$ cat config.mk
export PLATFORM = sky130hd
export DESIGN_NAME = xlat_seq_top
export DESIGN_NICKNAME = d
export VERILOG_FILES = /design/src/rtl/xlat_pkg.sv /design/src/rtl/xlat_segfile.sv /design/src/rtl/xlat_decide.sv /design/src/rtl/xlat_fault_enc.sv /design/src/rtl/xlat_seq_top.sv
export SDC_FILE = /design/constraint.sdc
export NUM_CORES = 1
export LEC_CHECK = 0
export BUFFER_PORTS_ARGS = -buffer_cell sky130_fd_sc_hd__clkbuf_2
export CAP_MARGIN = 20
export CELL_PAD_IN_SITES_DETAIL_PLACEMENT = 0
export CELL_PAD_IN_SITES_GLOBAL_PLACEMENT = 2
export CORE_UTILIZATION = 45
export DETAILED_ROUTE_END_ITERATION = 10
export HOLD_SLACK_MARGIN = 0.1
export PLACE_DENSITY_LB_ADDON = 0.1
export SYNTH_ARGS = -nofsm -noshare
export SYNTH_HDL_FRONTEND = slang
export SYNTH_HIERARCHICAL = 1
export SYNTH_SLANG_ARGS = --single-unit
export TNS_END_PERCENT = 50
$ cat constraint.sdc
create_clock -name clk -period 9.1 [get_ports clk]
set_input_delay 1.365 -clock clk [delete_from_list [all_inputs] [get_ports clk]]
set_output_delay 1.365 -clock clk [all_outputs]
set_load 0.01 [all_outputs]
$ cat src/rtl/xlat_pkg.sv
// Shared encodings for the translation sequencer.
// Assumes a 32-bit effective address and 32-bit segment registers.
package xlat_pkg;
    localparam int ADDR_W = 32;
    localparam int SEG_W  = 32;

    // Segment register field positions
    localparam int SEG_T_BIT   = 31;
    localparam int SEG_KS_BIT  = 30;
    localparam int SEG_KU_BIT  = 29;
    localparam int SEG_NX_BIT  = 28;
    localparam int SEG_BUID_HI = 28;
    localparam int SEG_BUID_LO = 20;
    localparam logic [8:0] BUID_MEMFORCE = 9'h07F;

    // Access kinds
    localparam logic [1:0] KIND_LOAD  = 2'd0;
    localparam logic [1:0] KIND_STORE = 2'd1;
    localparam logic [1:0] KIND_FETCH = 2'd2;

    // Instruction classes
    localparam logic [2:0] CLS_INT   = 3'd0;
    localparam logic [2:0] CLS_FLOAT = 3'd1;
    localparam logic [2:0] CLS_RESV  = 3'd2;
    localparam logic [2:0] CLS_CACHE = 3'd3;
    localparam logic [2:0] CLS_EXTC  = 3'd4;

    typedef enum logic [1:0] {
        EXC_NONE  = 2'd0,
        EXC_ISTOR = 2'd1,
        EXC_DSTOR = 2'd2,
        EXC_ALIGN = 2'd3
    } exc_e;

    typedef enum logic [3:0] {
        OC_OK,
        OC_NOTFOUND,
        OC_PROT,
        OC_NOEXEC,
        OC_DS_FETCH,
        OC_DS_FLOAT,
        OC_DS_RESV,
        OC_DS_EXTC,
        OC_WALK
    } outcome_e;
endpackage

$ cat src/rtl/xlat_segfile.sv
// Bank of NSEG segment registers with one write port and one read port.
// Assumes the read returns the value held before a same-cycle write.
module xlat_segfile #(
    parameter int NSEG = 16,
    parameter int W    = 32,
    localparam int IDX_W = $clog2(NSEG)
) (
    input  logic             clk,
    input  logic             rst_n,
    input  logic             we,
    input  logic [IDX_W-1:0] wr_idx,
    input  logic [W-1:0]     wr_data,
    input  logic [IDX_W-1:0] rd_idx,
    output logic [W-1:0]     rd_data
);
    logic [W-1:0] regs [NSEG];

    for (genvar g = 0; g < NSEG; g++) begin : g_seg
        // Hold one segment register, loaded when its index is written
        always_ff @(posedge clk) begin
            if (!rst_n)
                regs[g] <= '0;
            else if (we && wr_idx == IDX_W'(g))
                regs[g] <= wr_data;
        end
    end

    assign rd_data = regs[rd_idx];
endmodule

$ cat src/rtl/xlat_decide.sv
// Combinational path selection for one request: real mode, block hit,
// direct-store segment, segment no-execute, or page walk.
// Assumes blk_grant is valid in the request cycle.
module xlat_decide
    import xlat_pkg::*;
(
    input  logic [ADDR_W-1:0] ea,
    input  logic [1:0]        kind,
    input  logic [2:0]        iclass,
    input  logic              priv_user,
    input  logic              irelo_en,
    input  logic              drelo_en,
    input  logic              blk_grant,
    input  logic [ADDR_W-1:0] blk_raddr,
    input  logic [SEG_W-1:0]  seg,
    output outcome_e          oc,
    output logic [ADDR_W-1:0] raddr
);
    logic is_fetch, is_store, xlat_on, key;
    logic unused_seg_bits;

    assign is_fetch = (kind == KIND_FETCH);
    assign is_store = (kind == KIND_STORE);
    assign xlat_on  = is_fetch ? irelo_en : drelo_en;
    assign key      = priv_user ? seg[SEG_KU_BIT] : seg[SEG_KS_BIT];
    assign unused_seg_bits = ^seg[19:4];

    // Walk the fixed priority order and pick one outcome
    always_comb begin
        oc    = OC_OK;
        raddr = ea;
        if (!xlat_on) begin
            oc = OC_OK;
        end else if (blk_grant) begin
            raddr = blk_raddr;
        end else if (seg[SEG_T_BIT]) begin
            if (seg[SEG_BUID_HI:SEG_BUID_LO] == BUID_MEMFORCE) begin
                raddr = {seg[3:0], ea[27:0]};
            end else if (is_fetch) begin
                oc = OC_DS_FETCH;
            end else begin
                case (iclass)
                    CLS_FLOAT: oc = OC_DS_FLOAT;
                    CLS_RESV:  oc = OC_DS_RESV;
                    CLS_EXTC:  oc = OC_DS_EXTC;
                    CLS_CACHE: oc = OC_OK;
                    default:   oc = (is_store ? !key : key) ? OC_PROT : OC_OK;
                endcase
            end
        end else if (is_fetch && seg[SEG_NX_BIT]) begin
            oc = OC_NOEXEC;
        end else begin
            oc = OC_WALK;
        end
    end
endmodule

$ cat src/rtl/xlat_fault_enc.sv
// Maps a final outcome plus access kind to exception class and syndrome.
// Assumes OC_WALK never reaches it as a final outcome.
module xlat_fault_enc
    import xlat_pkg::*;
(
    input  outcome_e    oc,
    input  logic        is_fetch,
    input  logic        is_store,
    output exc_e        exc,
    output logic [31:0] syndrome
);
    logic [31:0] st_bit;
    assign st_bit = is_store ? 32'h0200_0000 : 32'h0;

    // Choose the exception class and syndrome word for the outcome
    always_comb begin
        exc      = EXC_NONE;
        syndrome = '0;
        case (oc)
            OC_NOTFOUND: begin
                exc      = is_fetch ? EXC_ISTOR : EXC_DSTOR;
                syndrome = 32'h4000_0000 | (is_fetch ? 32'h0 : st_bit);
            end
            OC_PROT: begin
                exc      = is_fetch ? EXC_ISTOR : EXC_DSTOR;
                syndrome = 32'h0800_0000 | (is_fetch ? 32'h0 : st_bit);
            end
            OC_NOEXEC, OC_DS_FETCH: begin
                exc      = EXC_ISTOR;
                syndrome = 32'h1000_0000;
            end
            OC_DS_FLOAT: begin
                exc = EXC_ALIGN;
            end
            OC_DS_RESV: begin
                exc      = EXC_DSTOR;
                syndrome = 32'h0400_0000 | st_bit;
            end
            OC_DS_EXTC: begin
                exc      = EXC_DSTOR;
                syndrome = 32'h0410_0000 | st_bit;
            end
            default: begin
                exc      = EXC_NONE;
                syndrome = '0;
            end
        endcase
    end
endmodule

$ cat src/rtl/xlat_seq_top.sv
// Translation sequencer: accepts one access, resolves it locally or via
// the external page walker, and registers the result with a done pulse.
// Assumes the walker answers once per walk_start_o; requests are ignored
// while a walk is pending.
module xlat_seq_top
    import xlat_pkg::*;
#(
    parameter int NSEG = 16,
    localparam int IDX_W = $clog2(NSEG)
) (
    input  logic              clk,
    input  logic              rst_n,
    input  logic              seg_we,
    input  logic [IDX_W-1:0]  seg_idx,
    input  logic [SEG_W-1:0]  seg_wdata,
    input  logic              req_valid,
    input  logic [ADDR_W-1:0] req_ea,
    input  logic [1:0]        req_kind,
    input  logic [2:0]        req_iclass,
    input  logic              priv_user,
    input  logic              irelo_en,
    input  logic              drelo_en,
    input  logic              blk_grant,
    input  logic [ADDR_W-1:0] blk_raddr,
    output logic              walk_start_o,
    output logic [ADDR_W-1:0] walk_ea_o,
    output logic [SEG_W-1:0]  walk_seg_o,
    input  logic              walk_done,
    input  logic [1:0]        walk_status,
    input  logic [ADDR_W-1:0] walk_raddr,
    output logic              done_o,
    output logic              ok_o,
    output logic [ADDR_W-1:0] raddr_o,
    output logic [1:0]        exc_o,
    output logic [31:0]       syndrome_o,
    output logic [ADDR_W-1:0] fault_addr_o
);
    logic [SEG_W-1:0]  seg_rd;
    outcome_e          dec_oc, walk_oc, sel_oc;
    logic [ADDR_W-1:0] dec_raddr, sel_raddr, sel_ea;
    logic              sel_fetch, sel_store;
    exc_e              enc_exc;
    logic [31:0]       enc_syn;

    logic              busy_q, done_q, ws_q, ok_q;
    logic              pend_fetch, pend_store;
    logic [ADDR_W-1:0] pend_ea, raddr_q, fault_q;
    logic [SEG_W-1:0]  wseg_q;
    exc_e              exc_q;
    logic [31:0]       syn_q;

    xlat_segfile #(.NSEG(NSEG), .W(SEG_W)) u_segs (
        .clk     (clk),
        .rst_n   (rst_n),
        .we      (seg_we),
        .wr_idx  (seg_idx),
        .wr_data (seg_wdata),
        .rd_idx  (req_ea[ADDR_W-1 -: IDX_W]),
        .rd_data (seg_rd)
    );

    xlat_decide u_dec (
        .ea        (req_ea),
        .kind      (req_kind),
        .iclass    (req_iclass),
        .priv_user (priv_user),
        .irelo_en  (irelo_en),
        .drelo_en  (drelo_en),
        .blk_grant (blk_grant),
        .blk_raddr (blk_raddr),
        .seg       (seg_rd),
        .oc        (dec_oc),
        .raddr     (dec_raddr)
    );

    // Translate the walker status code into an outcome
    always_comb begin
        case (walk_status)
            2'd0:    walk_oc = OC_OK;
            2'd1:    walk_oc = OC_NOTFOUND;
            default: walk_oc = OC_PROT;
        endcase
    end

    // Select the source of the result: pending walk or fresh request
    always_comb begin
        sel_oc    = busy_q ? walk_oc    : dec_oc;
        sel_raddr = busy_q ? walk_raddr : dec_raddr;
        sel_ea    = busy_q ? pend_ea    : req_ea;
        sel_fetch = busy_q ? pend_fetch : (req_kind == KIND_FETCH);
        sel_store = busy_q ? pend_store : (req_kind == KIND_STORE);
    end

    xlat_fault_enc u_enc (
        .oc       (sel_oc),
        .is_fetch (sel_fetch),
        .is_store (sel_store),
        .exc      (enc_exc),
        .syndrome (enc_syn)
    );

    // Sequence: accept, start a walk or finish, then wait for the walker
    always_ff @(posedge clk) begin
        if (!rst_n) begin
            busy_q     <= 1'b0;
            done_q     <= 1'b0;
            ws_q       <= 1'b0;
            ok_q       <= 1'b0;
            pend_fetch <= 1'b0;
            pend_store <= 1'b0;
            pend_ea    <= '0;
            wseg_q     <= '0;
            raddr_q    <= '0;
            fault_q    <= '0;
            exc_q      <= EXC_NONE;
            syn_q      <= '0;
        end else begin
            done_q <= 1'b0;
            ws_q   <= 1'b0;
            if (!busy_q && req_valid) begin
                pend_ea    <= req_ea;
                pend_fetch <= (req_kind == KIND_FETCH);
                pend_store <= (req_kind == KIND_STORE);
                if (dec_oc == OC_WALK) begin
                    busy_q <= 1'b1;
                    ws_q   <= 1'b1;
                    wseg_q <= seg_rd;
                end else begin
                    done_q <= 1'b1;
                end
            end else if (busy_q && walk_done) begin
                busy_q <= 1'b0;
                done_q <= 1'b1;
            end
            if ((!busy_q && req_valid && dec_oc != OC_WALK) || (busy_q && walk_done)) begin
                ok_q    <= (enc_exc == EXC_NONE);
                exc_q   <= enc_exc;
                syn_q   <= enc_syn;
                raddr_q <= (enc_exc == EXC_NONE) ? sel_raddr : '0;
                fault_q <= (enc_exc == EXC_NONE) ? '0 : sel_ea;
            end
        end
    end

    assign walk_start_o = ws_q;
    assign walk_ea_o    = pend_ea;
    assign walk_seg_o   = wseg_q;
    assign done_o       = done_q;
    assign ok_o         = ok_q;
    assign raddr_o      = raddr_q;
    assign exc_o        = exc_q;
    assign syndrome_o   = syn_q;
    assign fault_addr_o = fault_q;
endmodule

[After elaboration in Yosys (flattened, before gate mapping)]
Memory sizes are Yosys's and may differ from the RTL's.
Index checks and enable logic that the tools add are counted.
Storage, ports and cells
  flip-flop bits (word level): 168
  RAM bits: 512
  input bits: 148
  output and inout port bits: 165
  word-level logic and storage cells: 195
  memories kept: 1
Memory list
  u_segs.regs: words 16, width 32, rd ports 1, clocked after Yosys merged registers in 0, write ports 16, RTL line xlat_segfile.sv:16  | logic [W-1:0] regs [NSEG];
Operators by class
  eq/ne operators: 33
  mux-type cells: 100
  bitwise logic cells: 16
  reductions and logical operators: 33
Operators with widths (number)
  two-way mux 32 bit: 25
  case mux 32 bit (5 select lines): 1
  two-way mux 1 bit: 61
  == test 4 bit, second input constant: 9
  == test 4 x 3 -> 1 bit, second input constant: 8
  two-way mux 4 bit: 7
  two-way mux 26 bit: 1
  logical AND 1 bit: 20
  == test 4 x 2 -> 1 bit, second input constant: 4
  OR 1 bit: 16
  case mux 4 bit (4 select lines): 1
  == test 9 x 7 -> 1 bit, second input constant: 1
  == test 4 x 1 -> 1 bit, second input constant: 2
  case mux 2 bit (4 select lines): 1
  == test 3 x 2 -> 1 bit, second input constant: 2
  AND reduction 2 bit: 3
  OR reduction 2 bit: 3
  == test 2 x 1 -> 1 bit, second input constant: 2
  zero test 2 bit: 2
  zero test 4 bit: 1
  two-way mux 2 bit: 2
  inequality test 4 bit, second input constant: 1
  case mux 2 bit (2 select lines): 1
  == test 3 x 1 -> 1 bit, second input constant: 1
  other kinds (6): 7

[Depth between registers and ports, before layout]
Gate-level depths: netlist of the first run.
An unclocked memory read counts as a cell.
  depth in word-level cells: 17
  depth in mapped cells: 20
  gate-level depth less buffers: 15

[Cells and area by module]
Netlist of the first run, hierarchy kept.
Modules (own cells, without submodules)
  xlat_segfile: times used 1, cells each 1422, area each 22826.9 um2, seq. area each 15374.7 um2
  xlat_seq_top: times used 1, cells each 825, area each 7230.7 um2, seq. area each 3363.2 um2
  xlat_decide: times used 1, cells each 83, area each 853.3 um2, seq. area each 0.0 um2
  xlat_fault_enc: times used 1, cells each 48, area each 336.6 um2, seq. area each 0.0 um2

[Least setup slack after synthesis of the first run]
No wires, ideal clock.
  kind: input to register
  start: in req_ea[28]
  end: reg fault_q[0], in the netlist fault_addr_o[0]
  setup time: 72 ps
  arrival time: 5144 ps
  required time: 9028 ps
  setup slack: 3884 ps
  stages: 17
  buffers on the path: 4
  cell sequence: buf_2 buf_2 mux4_2 a22oi_1 nand2_1 buf_2 or3b_1 nor2b_1 a221oi_1 mux2_2 nor2b_1 a21oi_1 a21oi_1 o21a_1 clkbuf_1 nand2_1 mux2i_1
Between the ends
  elaborated cells between the ends (all ways): 31
  classes of those cells: eq/ne: 9; mux: 13; reduce/logical: 8; memory: 1
RTL lines
  start, declared: RTL line xlat_seq_top.sv:17  | input logic [ADDR_W-1:0] req_ea,
  memory read (16 x 32 bit) (*)
  net seg_rd[31]: RTL line xlat_seq_top.sv:38  | logic [SEG_W-1:0] seg_rd;
  two-way mux 4 bit (*): RTL line xlat_decide.sv:36  | end else if (seg[SEG_T_BIT]) begin
  two-way mux 4 bit (*): RTL line xlat_decide.sv:34  | end else if (blk_grant) begin
  two-way mux 4 bit (*): RTL line xlat_decide.sv:32  | if (!xlat_on) begin
  net dec_oc[1]: RTL line xlat_seq_top.sv:39  | outcome_e dec_oc, walk_oc, sel_oc;
  two-way mux 4 bit (*): RTL line xlat_seq_top.sv:87  | sel_oc = busy_q ? walk_oc : dec_oc;
  net sel_oc[1]: RTL line xlat_seq_top.sv:39
  == test 4 x 3 -> 1 bit (tied with other cells): RTL line xlat_fault_enc.sv:19  | case (oc)
  OR reduction 2 bit (on tied branches)
  case mux 2 bit (4 select lines) (*): RTL line xlat_fault_enc.sv:19
  net enc_exc[0]: RTL line xlat_seq_top.sv:42  | exc_e enc_exc;
  zero test 2 bit (*): RTL line xlat_seq_top.sv:140  | fault_q <= (enc_exc == EXC_NONE) ? '0 : sel_ea;
  two-way mux 32 bit (*): RTL line xlat_seq_top.sv:140
  end signal, assigned: RTL line xlat_seq_top.sv:140
  end, declared: RTL line xlat_seq_top.sv:47  | logic [ADDR_W-1:0] pend_ea, raddr_q, fault_q;
Mark *: on every way through the listed nets, which the timed path passes. The rest lies on a longest branch.
A chain may end at the register's enable or synchronous reset.

[Final worst setup path of the first run]
  start: in req_ea[29]
  end: reg fault_q[1], in the netlist fault_addr_o[1]
Between the ends
  elaborated cells between the ends (all ways): 31
  classes of those cells: eq/ne: 9; mux: 13; reduce/logical: 8; memory: 1
RTL lines
  memory read (16 x 32 bit) (*)
  net seg_rd[23]: RTL line xlat_seq_top.sv:38
  == test 9 x 7 -> 1 bit (*): RTL line xlat_decide.sv:37  | if (seg[SEG_BUID_HI:SEG_BUID_LO] == BUID_MEMFORCE) begin
  two-way mux 4 bit (*): RTL line xlat_decide.sv:37
  two-way mux 4 bit (*): RTL line xlat_decide.sv:36
  two-way mux 4 bit (*): RTL line xlat_decide.sv:34
  two-way mux 4 bit (*): RTL line xlat_decide.sv:32
  net dec_oc[1]: RTL line xlat_seq_top.sv:39
  two-way mux 4 bit (*): RTL line xlat_seq_top.sv:87
  net sel_oc[1]: RTL line xlat_seq_top.sv:39
  == test 4 x 3 -> 1 bit (tied with other cells): RTL line xlat_fault_enc.sv:19
  OR reduction 2 bit (on tied branches)
  case mux 2 bit (4 select lines) (*): RTL line xlat_fault_enc.sv:19
  net enc_exc[0]: RTL line xlat_seq_top.sv:42
  zero test 2 bit (*): RTL line xlat_seq_top.sv:140
  two-way mux 32 bit (*): RTL line xlat_seq_top.sv:140
Marks and branches as above.

==> results by group, run 1 <==
STA
  • Share of the clock period used by the worst path after layout: 64.2%
  • Final-report setup violation count: 0
  • Worst Clk Skew: 0.0188 ns
  • Worst relative slew slack: 21.3%
  • Slew Viols, Final: 0
  • Fmax: 0.171 GHz
  • Count of final hold-check violations: 0
  • Final worst setup slack: 3.26 ns
  • Setup repair after global routing missed its margin: false
  • Time the worst path needs with I/O delays and setup: 5.84 ns
  • Slew at the pin with the worst max-slew slack: 1.18 ns
  • Total Negative Setup Slacks: 0 ns
  • Min Hold Slack: 0.456 ns

Yosys
  • Number of unique standard cell types used by synthesis: 58
  • Count of warnings emitted by yosys: 6
  • Yosys reg bits: 680
  • Average cell area after synthesis: 13.1 sq um
  • Synth top area share: 49.2%
  • Main synth FF type: sky130_fd_sc_hd__edfxtp_1
  • Sequential element share of the synthesized area: 60.0%
  • Area fraction in and, or, nand and nor cells after synthesis: 16.0%
  • Largest area contributor in the netlist: sky130_fd_sc_hd__edfxtp_1
  • Fraction of the mapped netlist area in adder cells: 0%
  • Number of instances in the synthesized netlist: 2378
  • Portion of netlist area occupied by mux cells: 16.1%
  • Dominant combinational cell family by area after synthesis: multiplexers
  • Area of the mapped netlist: 0.0312 sq mm
  • Complex-gate fraction of the synthesized area: 4.19%
  • Number of flops mapped to enable cells by yosys: 512
  • Biggest area contributors in the synthesized netlist: sky130_fd_sc_hd__edfxtp_1 49%, sky130_fd_sc_hd__dfxtp_1 11%, sky130_fd_sc_hd__and2_1 10%, sky130_fd_sc_hd__mux4_2 9.2%, sky130_fd_sc_hd__nand2_1 3.6%
  • Share of synthesized flip-flops with an asynchronous set or reset: 0%
  • Xor/xnor cell area share of the yosys netlist: 0.0841%

Worst setup path
  • Category of the worst setup path launch point: primary input
  • FF-to-FF path depth: 14
  • Critical path arrival: 6.37 ns
  • Source of the worst register-to-register timing path: u_segs/regs[8][31]
  • CP required: 9.63 ns
  • Setup slack of the worst register-to-register path: 4.65 ns
  • Critical path capture point type: flop
  • Highest net fanout along the worst path: 69
  • Terminus of the critical flop-to-flop path: fault_addr_o[1]
  • Critical Setup Path Class: primary input to flop

Hold path
  • Worst Hold Path EP: fault_addr_o[25]
  • Worst Hold Path Cells: 2
  • Class of the tightest hold or removal check: flop to flop
  • Worst min-delay path startpoint: fault_addr_o[25]

GRT
  • Global Route Usage Sum: 26.5%
  • Initial antenna violation count: 8
  • Final global-route overflow total: 0
  • Wire length of the first global-routing pass: 135000 microns
  • Maximum number of pins on one net before global-route repair: 83
  • Via count of the first global-routing pass: 20100

Power
  • Net load switching power: 0.00177 W
  • Switching Share: 24.1%
  • Standby leakage power: 13.7 nW
  • Internal power component: 0.00557 W
  • Total power per unit cell area: 203 mW/mm^2
  • Reg power frac: 48.8%
  • Power share of the combinational group: 10.1%
  • Worst IR drop on VDD: 0.149 mV
  • Clock power share: 41.1%

Finish
  • Area overhead of the layout relative to synthesis: 15.7%
  • Finished layout cell area: 0.0361 sq mm
  • Count of fill cells added during filler insertion: 5939
  • Final net count: 2764
  • Share of layout cells above drive strength 1: 28.2%

Drt
  • Drt total wl: 93800 microns
  • First DRT Iteration DRCs: 1709
  • Antenna Nets Post-Route: 0
  • Final routed DRC violation total: 0
  • Avg WL per Cell: 26.0 microns
  • Post-DR vias/cell: 5.56
  • Drt pass-1 iters: 5
  • Count of vias placed by the detailed router: 20100

Clock tree
  • Worst skew pair latency: 0.62 ns
  • Number of buffers on the longest clock path: 3
  • Number of levels in the clock H-tree: 3
  • CTS tree: yes
  • Clock Sink Count: 680
  • Count of instances resized after the clock tree is built: 0
  • Root cell of the clock tree: sky130_fd_sc_hd__clkbuf_16
  • Number of hold-repair buffers added at the cts stage: 0
  • Number of buffers inserted to repair setup after CTS: 0
  • Clock buffers created by TritonCTS: 77
  • Clock-pin slew of the registers on the worst-case setup and hold paths: 0.05 ns

Placed design
  • Detailed Place HPWL: 55800 microns
  • Placed cell areas: 0.0337 sq mm
  • IO Port Bufs: 312
  • Setup slack after placement: 2.68 ns
  • Routability Congestion: 0.786

Floorplan
  • Height of the chip: 266 microns
  • Effective utilization at floorplan: 45.5%
  • Placement row count: 96
  • Floorplan die width: 266 microns
  • Standard cell core area: 0.0687 sq mm
  • Number of primary I/O pins: 313
  • Die Area: 0.0705 sq mm

Outcome
  • Result of the run: finished clean

Job
  • Reported max-cap violation count: 0
==> synthesized netlist by cell type, types with 2 or more instances <==
cell / number
sky130_fd_sc_hd__clkbuf_1: 149
sky130_fd_sc_hd__nand2_1: 299
sky130_fd_sc_hd__buf_1: 15
sky130_fd_sc_hd__o221a_2: 4
sky130_fd_sc_hd__mux4_2: 128
sky130_fd_sc_hd__dfxtp_1: 168
sky130_fd_sc_hd__buf_8: 2
sky130_fd_sc_hd__mux2_2: 67
sky130_fd_sc_hd__a31oi_1: 5
sky130_fd_sc_hd__nand4b_1: 2
sky130_fd_sc_hd__buf_4: 45
sky130_fd_sc_hd__mux2i_1: 100
sky130_fd_sc_hd__nand2b_1: 8
sky130_fd_sc_hd__nand4_1: 2
sky130_fd_sc_hd__nor2b_1: 12
sky130_fd_sc_hd__inv_1: 6
sky130_fd_sc_hd__o21bai_1: 2
sky130_fd_sc_hd__nor2_1: 25
sky130_fd_sc_hd__a22oi_1: 64
sky130_fd_sc_hd__buf_12: 2
sky130_fd_sc_hd__nor3_1: 2
sky130_fd_sc_hd__xnor2_1: 2
sky130_fd_sc_hd__nand3_1: 34
sky130_fd_sc_hd__a211oi_1: 2
sky130_fd_sc_hd__or2_2: 5
sky130_fd_sc_hd__edfxtp_1: 512
sky130_fd_sc_hd__buf_2: 15
sky130_fd_sc_hd__and2_1: 514
sky130_fd_sc_hd__a41oi_1: 4
sky130_fd_sc_hd__nand3b_1: 3
sky130_fd_sc_hd__o21ai_0: 54
sky130_fd_sc_hd__a21oi_1: 73
sky130_fd_sc_hd__mux2_4: 27
sky130_fd_sc_hd__or3b_1: 2
==> layout by cell type, fill, tap and decap left out, types with 6 or more instances in the layout <==
master | Yosys | routed
sky130_fd_sc_hd__mux2_4 | 27 | 27
sky130_fd_sc_hd__a21oi_1 | 73 | 73
sky130_fd_sc_hd__nor2b_1 | 12 | 9
sky130_fd_sc_hd__nor2_2 | 0 | 16
sky130_fd_sc_hd__nor2_1 | 25 | 8
sky130_fd_sc_hd__clkinv_1 | 0 | 6
sky130_fd_sc_hd__a22oi_1 | 64 | 64
sky130_fd_sc_hd__dfxtp_1 | 168 | 167
sky130_fd_sc_hd__and2_1 | 514 | 513
sky130_fd_sc_hd__clkbuf_1 | 149 | 22
sky130_fd_sc_hd__o21ai_4 | 0 | 16
sky130_fd_sc_hd__mux2i_1 | 100 | 100
sky130_fd_sc_hd__edfxtp_1 | 512 | 512
sky130_fd_sc_hd__buf_4 | 45 | 48
sky130_fd_sc_hd__clkbuf_2 | 0 | 309
sky130_fd_sc_hd__clkinv_2 | 0 | 14
sky130_fd_sc_hd__mux4_2 | 128 | 128
sky130_fd_sc_hd__clkbuf_8 | 0 | 10
sky130_fd_sc_hd__nand2_1 | 299 | 299
sky130_fd_sc_hd__clkbuf_16 | 0 | 79
sky130_fd_sc_hd__nand2b_1 | 8 | 7
sky130_fd_sc_hd__inv_1 | 6 | 6
sky130_fd_sc_hd__o21ai_0 | 54 | 38
sky130_fd_sc_hd__conb_1 | 1 | 26
sky130_fd_sc_hd__nand3_1 | 34 | 34
sky130_fd_sc_hd__mux2_2 | 67 | 67
==> worst max path at each step <==
stage	from	endpoint	slack (ns)	depth (start not counted)
after floorplan	req_ea[28]	fault_addr_o[0]	3.88	17
after global placement	req_ea[29]	fault_addr_o[7]	2.77	17
after detailed placement	req_ea[29]	fault_addr_o[1]	2.68	17
after CTS	req_ea[29]	fault_addr_o[1]	3.32	17
after global routing	req_ea[29]	fault_addr_o[1]	2.85	17
final	req_ea[29]	fault_addr_o[1]	3.26	17
==> worst max-delay path, cell delays in order <==
cell	delay [ns]
sky130_fd_sc_hd__buf_6	0.59
sky130_fd_sc_hd__buf_4	0.51
sky130_fd_sc_hd__mux4_2	0.37
sky130_fd_sc_hd__a22oi_1	0.26
sky130_fd_sc_hd__nand2_1	0.12
sky130_fd_sc_hd__and4b_1	0.30
sky130_fd_sc_hd__nand3_1	0.16
sky130_fd_sc_hd__o2111ai_1	0.12
sky130_fd_sc_hd__a221oi_1	0.56
sky130_fd_sc_hd__mux2_2	0.35
sky130_fd_sc_hd__nor2b_1	0.22
sky130_fd_sc_hd__o21ai_0	0.12
sky130_fd_sc_hd__a21oi_1	0.42
sky130_fd_sc_hd__o21a_1	0.17
sky130_fd_sc_hd__buf_4	0.36
sky130_fd_sc_hd__nand2_1	0.10
sky130_fd_sc_hd__mux2i_1	0.15
==> registers in the layout, summed over array words and instances (netlist names), 2 cells and up <==
register / count
u_segs/regs: 512
fault_addr_o: 32
raddr_o: 32
syndrome_o: 32
walk_ea_o: 32
walk_seg_o: 32
exc_o: 2
==> metrics by stage <==
stage / instances / util (%) / power, W
after floorplan: 2403 / - / 0.00410
after global placement: 3467 / 49.0 / 0.00437
final: 3612 / 52.6 / 0.00734
after CTS: 3608 / 52.6 / 0.00741
after detailed placement: 3467 / 49.0 / 0.00439
after global routing: 3610 / 52.6 / 0.00758
==> cell type report <==
type	instances	area, sq um	share of cell area [%]
timing repair buffer	363	2010	5.56
tap	931	1160	3.22
inverter	7	26.3	0.0727
multi-input combinational	1487	11700	32.5
antenna	3	7.51	0.0208
clock buffer	111	2190	6.06
clock inverter	30	260	0.720
sequential	680	18700	51.9
==> metal layers <==
| metal | vias up | wire (microns) | GRT usage, % | part of all wire (%) |
|---|---|---|---|---|
| met5 | - | 101 | 1.18 | 0.11 |
| met4 | 6 | 2750 | 8.70 | 2.9 |
| met3 | 171 | 6370 | 4.82 | 6.8 |
| met2 | 730 | 46000 | 44.3 | 49 |
| met1 | 10200 | 38600 | 34.9 | 41 |
| li1 | 8962 | - | - | - |
==> power by group through the flow <==
| stage | Sequential (W) | Clock [W] | Combinational (W) |
|---|---|---|---|
| 6_report | 0.00358 | 0.00302 | 0.000738 |
| 3_5_place_dp | 0.00365 | 0 | 0.000743 |
| 4_1_cts | 0.00358 | 0.00308 | 0.000744 |
| 3_3_place_gp | 0.00363 | 0 | 0.000736 |
| 2_1_floorplan | 0.00365 | 0 | 0.000445 |
| 5_1_grt | 0.00360 | 0.00320 | 0.000790 |
==> cells by family (layout without fill, tap and decap cells) <==
kind of cell,after synthesis,count (layout)
multiplexers,322,322
buffers and inverters,236,511
other,1,29
AND/OR/NAND/NOR,922,922
XOR/XNOR,3,3
AO/OA/AOI/OAI,214,214
flip-flops,680,680
(Power assumes the default switching activity.)
==> run 2: changes to the inputs <==
--- a/config.mk
+++ b/config.mk
@@ -5,11 +5,12 @@
 export SDC_FILE = /design/constraint.sdc
 export NUM_CORES = 1
 export LEC_CHECK = 0
+export ABC_AREA = 1
 export BUFFER_PORTS_ARGS = -buffer_cell sky130_fd_sc_hd__clkbuf_2
 export CAP_MARGIN = 20
 export CELL_PAD_IN_SITES_DETAIL_PLACEMENT = 0
 export CELL_PAD_IN_SITES_GLOBAL_PLACEMENT = 2
-export CORE_UTILIZATION = 45
+export CORE_UTILIZATION = 36
 export DETAILED_ROUTE_END_ITERATION = 10
 export HOLD_SLACK_MARGIN = 0.1
 export PLACE_DENSITY_LB_ADDON = 0.1
==> constraint.sdc (replaced) <==
create_clock -name clk -period 5.7 [get_ports clk]
set_input_delay 0.855 -clock clk [delete_from_list [all_inputs] [get_ports clk]]
set_output_delay 0.855 -clock clk [all_outputs]
set_load 0.01 [all_outputs]
==> run 2 against run 1 <==
Net effect:
- synthesized cell count is 72% higher
- sequential share of layout area is 2.7 points lower
- critical path type unchanged
- largest power group unchanged
- critical endpoint is now fault_addr_o[4]
- hold slack improved by 0.0038 ns
- first-iteration DRC count grew 21%
- largest cell class unchanged
- register-to-register slack worse by 2.7 ns
==> results by group, run 2 <==
Finish
  • Reg with most FFs: u_segs/regs
  • Share of layout cells above drive strength 1: 13.1%
  • Final net count: 4427
  • Number of flip-flops in the largest register: 512
  • Most frequent cells in the layout: 1012 x sky130_fd_sc_hd__nand2_1, 858 x sky130_fd_sc_hd__nor2_1, 512 x sky130_fd_sc_hd__edfxtp_1
  • Finished layout cell area: 0.0381 sq mm
  • Area overhead of the layout relative to synthesis: 15.3%
  • Commonest non-fill, non-tap cell in the layout: sky130_fd_sc_hd__nand2_1

Hold path
  • Worst Hold Path Cells: 2
  • Worst Hold Path EP: walk_seg_o[11]
  • Worst min-delay path startpoint: walk_seg_o[11]
  • Class of the tightest hold or removal check: flop to flop

Clock tree
  • Clock Sink Count: 680
  • Count of instances resized after the clock tree is built: 0
  • Root cell of the clock tree: sky130_fd_sc_hd__clkbuf_16
  • Clock buffers created by TritonCTS: 81
  • Number of buffers on the longest clock path: 3
  • Worst skew pair latency: 0.65 ns
  • Number of levels in the clock H-tree: 3
  • Number of buffers inserted to repair setup after CTS: 0
  • Number of hold-repair buffers added at the cts stage: 0
  • Clock-pin slew of the registers on the worst-case setup and hold paths: 0.06 ns
  • CTS tree: yes

GRT
  • Global routing met2 resource utilization: 42.2%
  • Met1 layer usage reported by global route: 35.4%
  • Wire length of the first global-routing pass: 177000 microns
  • Via count of the first global-routing pass: 25700
  • Met3 Use GR: 3.30%
  • Most Crowded Layer GR: met2
  • Maximum number of pins on one net before global-route repair: 93
  • Global Route Usage Sum: 25.7%
  • Final global-route overflow total: 0
  • Initial antenna violation count: 5

STA
  • Count of final hold-check violations: 0
  • Fmax: 0.221 GHz
  • Worst relative slew slack: 25.9%
  • Final-report setup violation count: 0
  • Setup repair after global routing missed its margin: false
  • Total Negative Setup Slacks: 0 ns
  • Share of the clock period used by the worst path after layout: 79.4%
  • Slew Viols, Final: 0
  • Time the worst path needs with I/O delays and setup: 4.53 ns
  • Worst Clk Skew: 0.0215 ns
  • Slew at the pin with the worst max-slew slack: 1.11 ns

Drt
  • Drt total wl: 121000 microns
  • First DRT Iteration DRCs: 2066
  • Avg WL per Cell: 21.9 microns
  • Drt pass-1 iters: 7
  • Count of vias placed by the detailed router: 27100
  • Antenna Nets Post-Route: 0
  • Final routed DRC violation total: 0
  • Post-DR vias/cell: 4.90

Yosys
  • Count of warnings emitted by yosys: 6
  • Synth top area share: 46.5%
  • Share of synthesized flip-flops with an asynchronous set or reset: 0%
  • Most instantiated library cell after synthesis: sky130_fd_sc_hd__nand2_1
  • Number of flops mapped to enable cells by yosys: 512
  • Main synth FF type: sky130_fd_sc_hd__edfxtp_1
  • Average cell area after synthesis: 8.08 sq um
  • Largest area contributor in the netlist: sky130_fd_sc_hd__edfxtp_1
  • Biggest area contributors in the synthesized netlist: sky130_fd_sc_hd__edfxtp_1 47%, sky130_fd_sc_hd__nand2_1 12%, sky130_fd_sc_hd__dfxtp_1 10%, sky130_fd_sc_hd__nor2_1 9.8%, sky130_fd_sc_hd__nand3_1 7.5%
  • Number of unique standard cell types used by synthesis: 32
  • Area of the mapped netlist: 0.0330 sq mm
  • Top cell types by occurrence after synthesis: 1022 x sky130_fd_sc_hd__nand2_1, 859 x sky130_fd_sc_hd__nor2_1, 512 x sky130_fd_sc_hd__edfxtp_1, 495 x sky130_fd_sc_hd__nand3_1, 491 x sky130_fd_sc_hd__inv_1
  • Number of instances in the synthesized netlist: 4090
  • Yosys reg bits: 680
  • Sequential element share of the synthesized area: 56.7%

Worst setup path
  • Critical Setup Path Class: primary input to flop
  • Crit path top cell by count: sky130_fd_sc_hd__nand2_1
  • Source of the worst register-to-register timing path: u_segs/regs[14][23]
  • Critical path capture point type: flop
  • Terminus of the critical flop-to-flop path: fault_addr_o[4]
  • Category of the worst setup path launch point: primary input
  • FF-to-FF path depth: 25
  • Setup slack of the worst register-to-register path: 1.91 ns
  • Library cell contributing the largest single delay on the critical path: sky130_fd_sc_hd__nor2_2
  • CP peak stage delay: 0.49 ns
  • Critical path arrival: 5.06 ns
  • CP required: 6.23 ns
  • Highest net fanout along the worst path: 79

Placed design
  • Placed cell areas: 0.0355 sq mm
  • IO Port Bufs: 312
  • Routability Congestion: 0.827
  • Detailed Place HPWL: 71500 microns

Power
  • Reg power frac: 46.1%
  • Net load switching power: 0.00336 W
  • Internal power component: 0.00911 W
  • Standby leakage power: 17.7 nW
  • Worst IR drop on VDD: 0.222 mV
  • Total power per unit cell area: 327 mW/mm^2
  • Power share of the combinational group: 12.4%
  • Switching Share: 27.0%
  • Clock power share: 41.5%

Floorplan
  • Number of primary I/O pins: 313
  • Height of the chip: 305 microns
  • Standard cell core area: 0.0904 sq mm
  • Effective utilization at floorplan: 36.5%
  • Die Area: 0.0930 sq mm
  • Floorplan die width: 305 microns
  • Placement row count: 110

Job
  • Reported max-cap violation count: 0

Outcome
  • Result of the run: finished clean
## run 2: cell families after synthesis
family                 after synthesis  share of synthesized area, %
AND/OR/NAND/NOR                   2444                          30.4
AO/OA/AOI/OAI                      159                          2.48
flip-flops                         680                          56.7
other                                1                        0.0114
buffers and inverters              806                          10.3
## run 2: cell type report
class / instances / area (sq um)
multi-input combinational: 2629 / 11100
tap: 1176 / 1470
fill: 9221 / 52300
clock inverter: 46 / 435
timing repair buffer: 388 / 2240
sequential: 680 / 18700
antenna: 4 / 10.0
clock buffer: 102 / 2180
inverter: 499 / 1890
## run 2: power groups by stage
stage               Clock [W]  Sequential (W)  Combinational, W
global placement            0         0.00585           0.00156
floorplan                   0         0.00589          0.000909
finish                0.00518         0.00575           0.00155
CTS                   0.00530         0.00575           0.00156
global route          0.00550         0.00578           0.00172
detailed placement          0         0.00585           0.00156
## run 2: worst max-delay path by stage
stage                               to  cells after the start  slack, ns        from
detailed placement    fault_addr_o[13]                     29       0.52  req_ea[28]
CTS                   fault_addr_o[13]                     29       1.20  req_ea[28]
finish                 fault_addr_o[4]                     29       1.17  req_ea[28]
global placement      fault_addr_o[13]                     29       0.51  req_ea[28]
floorplan           u_segs/regs[13][0]                      4       1.70  seg_idx[0]
global route          fault_addr_o[20]                     29       0.76  req_ea[28]
## run 2: metal layers
metal | wire length, microns | vias to the layer above
li1 | - | 13200
met1 | 53900 | 13000
met2 | 57000 | 791
met3 | 7120 | 150
met4 | 2820 | 0
met5 | 0 | -
## run 2: worst max-delay path, delay by kind of cell
kind            cells  cell delay (ns)
compound gates      2             0.21
buf+inv             5             1.33
simple gates       22             2.55
## run 2: stage by stage
step / util, % / cells / power, W / hold WS [ns] / worst slack [ns]
after floorplan: - / 4115 / 0.00679 / 0.484 / 1.70
after global placement: 39.2 / 5371 / 0.00741 / 0.449 / 0.513
after detailed placement: 39.2 / 5372 / 0.00741 / 0.455 / 0.520
after CTS: 42.1 / 5520 / 0.0126 / 0.464 / 1.20
after global routing: 42.1 / 5524 / 0.0130 / 0.479 / 0.760
final: 42.1 / 5524 / 0.0125 / 0.460 / 1.17
